[config.mk]
export PLATFORM = sky130hd
export DESIGN_NAME = sram_burst_ctl
export DESIGN_NICKNAME = d
export VERILOG_FILES = /design/src/rtl/sram_ctl_pkg.sv /design/src/rtl/sram_sel_unit.sv /design/src/rtl/sram_burst_addr.sv /design/src/rtl/sram_wr_decode.sv /design/src/rtl/sram_burst_ctl.sv
export SDC_FILE = /design/constraint.sdc
export NUM_CORES = 1
export LEC_CHECK = 0
export BUFFER_PORTS_ARGS = -buffer_cell sky130_fd_sc_hd__buf_2
export CAP_MARGIN = 20
export CORE_MARGIN = 8
export CORE_UTILIZATION = 41
export DETAILED_ROUTE_END_ITERATION = 8
export GPL_TIMING_DRIVEN = 0
export HOLD_SLACK_MARGIN = 0.15
export PLACE_DENSITY = 0.87
export SLEW_MARGIN = 20
export SYNTH_ARGS = -nofsm -noshare
export SYNTH_HDL_FRONTEND = slang
export SYNTH_HIERARCHICAL = 1
export SYNTH_SLANG_ARGS = --single-unit
[constraint.sdc]
create_clock -name clk -period 1.3 [get_ports clk]
set_input_delay 0.195 -clock clk [delete_from_list [all_inputs] [get_ports clk]]
set_output_delay 0.195 -clock clk [all_outputs]
set_load 0.1 [all_outputs]
[src/rtl/sram_ctl_pkg.sv]
package sram_ctl_pkg;

   typedef enum logic [0:0] {
      ST_IDLE = 1'b0,
      ST_SEL  = 1'b1
   } sel_state_t;

   function automatic logic cs_match(input logic c1_n, input logic c2, input logic c3_n);
      return (~c1_n) & c2 & (~c3_n);
   endfunction

   function automatic logic strobe_taken(input logic p_n, input logic c_n, input logic c1_n);
      return ((~p_n) & (~c1_n)) | (~c_n);
   endfunction

endpackage

[src/rtl/sram_sel_unit.sv]
module sram_sel_unit
   import sram_ctl_pkg::*;
(
   input  logic clk,
   input  logic rst,
   input  logic strobe,
   input  logic cs_ok,
   output logic sel_q,
   output logic sel_nxt,
   output logic first_q
);
   sel_state_t state_q;

   assign sel_q   = (state_q == ST_SEL);
   assign sel_nxt = strobe ? cs_ok : sel_q;

   always_ff @(posedge clk) begin
      if (rst) begin
         state_q <= ST_IDLE;
         first_q <= 1'b0;
      end else begin
         state_q <= sel_nxt ? ST_SEL : ST_IDLE;
         first_q <= strobe & cs_ok & ~sel_q;
      end
   end
endmodule

[src/rtl/sram_burst_addr.sv]
module sram_burst_addr #(
   parameter int ADDR_W  = 19,
   parameter int BURST_W = 2
) (
   input  logic              clk,
   input  logic              rst,
   input  logic              load,
   input  logic              step,
   input  logic [ADDR_W-1:0] addr_in,
   output logic [ADDR_W-1:0] addr_out
);
   localparam int HI_W = ADDR_W - BURST_W;

   logic [HI_W-1:0]    base_q;
   logic [BURST_W-1:0] cnt_q;

   always_ff @(posedge clk) begin
      if (rst) begin
         base_q <= '0;
         cnt_q  <= '0;
      end else if (load) begin
         base_q <= addr_in[ADDR_W-1:BURST_W];
         cnt_q  <= addr_in[BURST_W-1:0];
      end else if (step) begin
         cnt_q  <= cnt_q + 1'b1;
      end
   end

   assign addr_out = {base_q, cnt_q};
endmodule

[src/rtl/sram_wr_decode.sv]
module sram_wr_decode #(
   parameter int LANES = 2
) (
   input  logic             gw_n,
   input  logic             bwe_n,
   input  logic [LANES-1:0] bw_n,
   output logic [LANES-1:0] lane_we
);
   for (genvar g = 0; g < LANES; g++) begin : g_lane
      assign lane_we[g] = (~gw_n) | ((~bwe_n) & (~bw_n[g]));
   end
endmodule

[src/rtl/sram_burst_ctl.sv]
module sram_burst_ctl
   import sram_ctl_pkg::*;
#(
   parameter int ADDR_W  = 19,
   parameter int BURST_W = 2,
   parameter int LANES   = 2
) (
   input  logic              clk,
   input  logic              rst,
   input  logic [ADDR_W-1:0] addr_i,
   input  logic              cs1_n,
   input  logic              cs2,
   input  logic              cs3_n,
   input  logic              ads_proc_n,
   input  logic              ads_ctrl_n,
   input  logic              adv_n,
   input  logic              gw_n,
   input  logic              bwe_n,
   input  logic [LANES-1:0]  bw_n,
   input  logic              oe_n,
   output logic [ADDR_W-1:0] mem_addr,
   output logic [LANES-1:0]  mem_we,
   output logic              mem_rd,
   output logic              bus_drive,
   output logic              selected
);
   if (ADDR_W <= BURST_W) begin : g_bad_addr
      $error("ADDR_W must exceed BURST_W");
   end
   if (BURST_W < 1) begin : g_bad_burst
      $error("BURST_W must be at least 1");
   end
   if (LANES < 1) begin : g_bad_lanes
      $error("LANES must be at least 1");
   end

   logic             strobe;
   logic             cs_ok;
   logic             sel_q;
   logic             sel_nxt;
   logic             first_q;
   logic [LANES-1:0] lane_we;
   logic [LANES-1:0] we_q;
   logic             rd_q;

   assign strobe = strobe_taken(ads_proc_n, ads_ctrl_n, cs1_n);
   assign cs_ok  = cs_match(cs1_n, cs2, cs3_n);

   sram_sel_unit u_sel (
      .clk     (clk),
      .rst     (rst),
      .strobe  (strobe),
      .cs_ok   (cs_ok),
      .sel_q   (sel_q),
      .sel_nxt (sel_nxt),
      .first_q (first_q)
   );

   sram_burst_addr #(
      .ADDR_W  (ADDR_W),
      .BURST_W (BURST_W)
   ) u_addr (
      .clk      (clk),
      .rst      (rst),
      .load     (strobe),
      .step     (sel_q & ~adv_n & ~strobe),
      .addr_in  (addr_i),
      .addr_out (mem_addr)
   );

   sram_wr_decode #(
      .LANES (LANES)
   ) u_wr (
      .gw_n    (gw_n),
      .bwe_n   (bwe_n),
      .bw_n    (bw_n),
      .lane_we (lane_we)
   );

   always_ff @(posedge clk) begin
      if (rst) begin
         we_q <= '0;
         rd_q <= 1'b0;
      end else begin
         we_q <= sel_nxt ? lane_we : '0;
         rd_q <= sel_nxt & (lane_we == '0);
      end
   end

   assign mem_we    = we_q;
   assign mem_rd    = rd_q;
   assign selected  = sel_q;
   assign bus_drive = rd_q & ~first_q & ~oe_n;
endmodule

== Word-level counts from Yosys, hierarchy flattened ==
Cells that the tools add are included.

* Register bits after elaboration: 24
* Word-level logic and storage cells: 43
* Output and inout port bits: 24

* Bitwise logic cells: 29
* Reductions and logical operators: 3
* Mux-type cells: 4
* $add $sub $neg: 1

{| class="wikitable"
|+ Operators by type and width
! cell !! count
|-
| 1-bit NOT || 14
|-
| 1-bit bitwise AND || 12
|-
| 2-bit two-way mux || 2
|-
| 1-bit OR || 3
|-
| 2-bit by 1-bit adder with 2-bit output, second input constant || 1
|-
| 2-bit logical NOT || 1
|-
| 1-bit two-way mux || 2
|-
| 2-bit nonzero test || 1
|-
| 2-bit OR reduction || 1
|}

== Depth between registers and ports, before layout ==
* Depth in word-level cells: 7
* Depth in mapped cells: 4
* Depth with buffers taken out: 4

== By module ==
Netlist, hierarchy kept.

{| class="wikitable"
|+ By module, submodules not included
! module !! area each (um2) !! cells an instance !! seq. area each (um2) !! instances
|-
| sram_burst_addr || 714.4 || 65 || 380.4 || 1
|-
| sram_burst_ctl || 128.9 || 10 || 60.1 || 1
|-
| sram_sel_unit || 78.8 || 5 || 40.0 || 1
|-
| sram_wr_decode || 10.0 || 2 || 0.0 || 1
|}

== Worst setup path after synthesis ==
Ideal clock, no wire load.

* Kind: register -> output
* Start point: register rd_q, in the netlist mem_rd
* End point: output port bus_drive
* Slack: -2.132 ns
* Data required time: 1.105 ns
* Arrival: 3.237 ns
* Cell stages (with the launch flop): 2
* Cells stage by stage: dfxtp_1 nor3b_1

* Longest elaborated chain between the ends: 2

{| class="wikitable"
|+ RTL lines
! what !! line !! text
|-
| start, declared || sram_burst_ctl.sv:44 || <nowiki>logic rd_q;</nowiki>
|-
| start signal, assigned || sram_burst_ctl.sv:86 || <nowiki>rd_q <= sel_nxt & (lane_we == '0);</nowiki>
|-
| 1-bit bitwise AND (2 in series) || sram_burst_ctl.sv:93 || <nowiki>assign bus_drive = rd_q & ~first_q & ~oe_n;</nowiki>
|-
| end, declared || sram_burst_ctl.sv:24 || <nowiki>output logic bus_drive,</nowiki>
|}

No other way between the ends.

== Final worst setup path ==
Same ends and word-level chain as after synthesis.

==> results.sh <==
export IMPL_vias=873
export IMPL_grt_start_max_net_pins=14
export IMPL_max_slew_worst_pin_slew_ns=0.489
export IMPL_cp_slowest_cell="dfxtp_4"
export IMPL_worstRegToRegCells=3
export IMPL_synth_cells_most_frequent="dfxtp_1, mux2i_1, nor2_1"
export IMPL_timing_critical_path_required_ns=1.11
export IMPL_timing_fmax_mhz=780
export IMPL_worst_hold_path_num_cells=3
export IMPL_use_met2_pct=24.0
export IMPL_chipWidth_um=63.7
export IMPL_timing_max_slew_rel_slack_pct=67.6
export IMPL_start_util_pct=42.5
export IMPL_groute_layer_met3_usage_pct=6.36
export IMPL_synth_nets=114
export IMPL_syn_inst=82
export IMPL_drt_iter0_drc=17
export IMPL_cell_with_the_most_instances_after_synthesis="dfxtp_1"
export IMPL_cts_clk_slew_worst_paths_ns=0.12
export IMPL_number_of_antenna_violations_at_the_first_check_in_global_routing=0
export IMPL_final_min_period_over_clock_period_pct=98.6
export IMPL_clock_insertion_delay_worst_skew_ns=0.30
export IMPL_worstPathCellList="nor3b_4 > buf_12"
export IMPL_postSynth_asyncResetShare_pct=0
export IMPL_postSynthRegisterBits=24
export IMPL_ys_warnings_count=6
export IMPL_routed_via_density=4.67
export IMPL_pwr_density_cell_nw_per_um2=1120
export IMPL_worst_ep_arrival_time_ns=1.09
export IMPL_synth_cell_types=21
export IMPL_port_buffers=55
export IMPL_route_detailed_wl_per_inst_um=14.5
export IMPL_cellLeakagePower_uw=0.000776
export IMPL_grt_overflow_total=0
export IMPL_max_vdd_ir_drop_mv=0.809
export IMPL_synth_sequential_area_ratio_pct=51.5
export IMPL_cp_slowest_stage_delay_ns=0.37
export IMPL_post_synth_top_area_fraction_pct=51.5
export IMPL_synthDominantAreaCellType="dfxtp_1"
export IMPL_cts_sinks=24
export IMPL_cts_htree_levels=1
export IMPL_hold_path_class="in -> reg"
export IMPL_category_of_the_most_critical_setup_path="reg -> out"
export IMPL_synthTopCellsByArea="dfxtp_1, mux2i_1, nor2_1, buf_6, and3b_1"
export IMPL_floorplan_rows=17
export IMPL_antenna_cells=0
export IMPL_fin_total_pwr_uw=1720
export IMPL_tritoncts="yes"
export IMPL_grt_usage_pct=12.9
export IMPL_crit_fanout=2
export IMPL_synth_enable_flop_cells=0
export IMPL_ioPinCount=56
export IMPL_setup_violations=0
export IMPL_drt_pass1_iter_count=4
export IMPL_final_hold_viol_count=0
export IMPL_grt_first_pass_wirelength_um=4310
export IMPL_post_dp_hpwl_um=1940
export IMPL_final_min_clock_period_ns=1.28
export IMPL_finish_cell_count_without_fillers=187
export IMPL_grt_pass1_vias=956
export IMPL_cts_path_max_buffers=2
export IMPL_cts_buffers_inserted=3
export IMPL_remaining_drc_errors=0
export IMPL_synth_flop_cell="dfxtp_1"
export IMPL_unrepaired_setup_endpoints_after_global_routing="true"
export IMPL_end_kind="output pin"
export IMPL_cts_root_buf="clkbuf_4"
export IMPL_groute_layer_met1_usage_pct=12.1
export IMPL_cts_setup_buffers=0
export IMPL_post_synth_instance_area_um2=932
export IMPL_grt_busiest_layer="met2"
export IMPL_postRouteAntennaNets=0
export IMPL_postSynthAreaPerCell_um2=11.4
export IMPL_count_of_max_cap_constraint_violations=0
export IMPL_place_gp_congestion=0.714
export IMPL_area_growth_syn_to_layout_pct=65.4
export IMPL_placed_cells=165
export IMPL_floorplan_die_height_um=63.7
export IMPL_run_status="complete, no violations"
export IMPL_total_routed_wirelength_um=2720
export IMPL_startpoint_type="flop"
export IMPL_final_layout_size_suffix_gt1_share_pct=47.2
export IMPL_drv_slew=0
export IMPL_die_area_um2=4060
export IMPL_core_region_area_um2=2190
export IMPL_final_nets=192
export IMPL_clock_skew_ns=0.00188
-- final cells by class --
class | instances | area, um^2
plain buffers | 4 | 37.5
well taps | 28 | 35.0
inverters | 2 | 7.51
flip-flops and latches | 24 | 492
repair buffers | 73 | 520
clock buffers | 4 | 26.3
multi-input cells | 52 | 423
fillers | 160 | 649
-- worst max-delay path: cells and delay by family (launching register included) --
kind / cells / cell delay [ns]
flops: 1 / 0.37
simple gates: 1 / 0.22
buf+inv: 1 / 0.20
-- metrics by stage --
| stage | hold WS, ns | setup TNS (ns) | instance area, um^2 | util, % | setup slack (ns) |
|---|---|---|---|---|---|
| after global routing | 0.163 | -0.0600 | 1540 | 70.4 | -0.0302 |
| after floorplan | 0.250 | -0.316 | 953 | - | -0.316 |
| final | 0.172 | 0 | 1540 | 70.4 | 0.0181 |
| after detailed placement | 0.434 | -0.0123 | 1260 | 57.7 | -0.0123 |
| after CTS | 0.150 | 0 | 1480 | 67.4 | 0.000166 |
| after global placement | 0.428 | 0 | 1260 | 57.7 | 0.0358 |
-- layer usage --
layer / up-vias / routed length (um)
li1: 438 / -
met1: 399 / 992
met2: 34 / 1440
met3: 2 / 265
met4: 0 / 14
met5: - / 0
-- kinds of logic (layout without fill, tap and decap cells) --
| logic type | after synthesis | after routing | synth area share, % |
|---|---|---|---|
| buffers and inverters | 6 | 83 | 4.30 |
| xor gates and xnor gates | 1 | 1 | 0.940 |
| AOI/OAI and AO/OA | 6 | 6 | 5.77 |
| muxes | 18 | 18 | 19.9 |
| DFF | 24 | 24 | 51.5 |
| and+or+nand+nor | 27 | 27 | 17.6 |
-- repair_timing --
action	4_1_cts	5_1_grt
hold endpoints to repair	19	1
hold buffers	17	1
endpoints found under the setup margin	5	28
gates resized for setup	6	21
-- path summary, 6_finish.rpt --
| path | start | end | slack, ns |
|---|---|---|---|
| min reg2reg | u_sel/sel_q$_SDFF_PP0_ | u_sel/first_q$_SDFF_PP0_ | 0.44 |
| min | addr_i[18] | u_addr/base_q[16]$_SDFFE_PP0P_ | 0.17 |
| max reg2reg | u_sel/sel_q$_SDFF_PP0_ | u_addr/cnt_q[1]$_SDFFE_PP0P_ | 0.18 |
| max | mem_rd$_SDFF_PP0_ | bus_drive | 0.02 |
-- flip-flops by register name (all words and copies together) (netlist names) --
register and count:
u_addr/base_q 17, mem_we 2, u_addr/cnt_q 2, mem_rd 1
u_sel/first_q 1, u_sel/sel_q 1
-- placed cells by master, fill, tap and decap left out --
master / instances
nor2b_1: 1
and4b_1: 1
dlygate4sd3_1: 18
nor4bb_1: 1
mux2i_1: 17
xnor2_1: 1
buf_2: 34
buf_4: 4
dfxtp_2: 3
o21ai_2: 1
clkbuf_1: 1
a211oi_1: 1
buf_6: 2
nor3b_2: 1
nor2_1: 17
dfxtp_1: 19
inv_1: 2
and3b_1: 2
clkbuf_4: 21
a211oi_2: 1
nor3b_1: 1
a2111oi_2: 1
mux2_4: 1
nor3b_4: 1
nor4b_2: 1
o21ai_1: 2
buf_12: 1
dfxtp_4: 2
nor2b_4: 1
-- where the power goes --
part / switching (uW) / leakage [uW] / total, uW / internal, uW
Clock: 208 / 0.0000150 / 327 / 119
Sequential: 25.4 / 0.000201 / 802 / 776
Combinational: 415 / 0.000560 / 595 / 180
Total: 649 / 0.000776 / 1720 / 1080
Power figures use the tool's default switching activity.
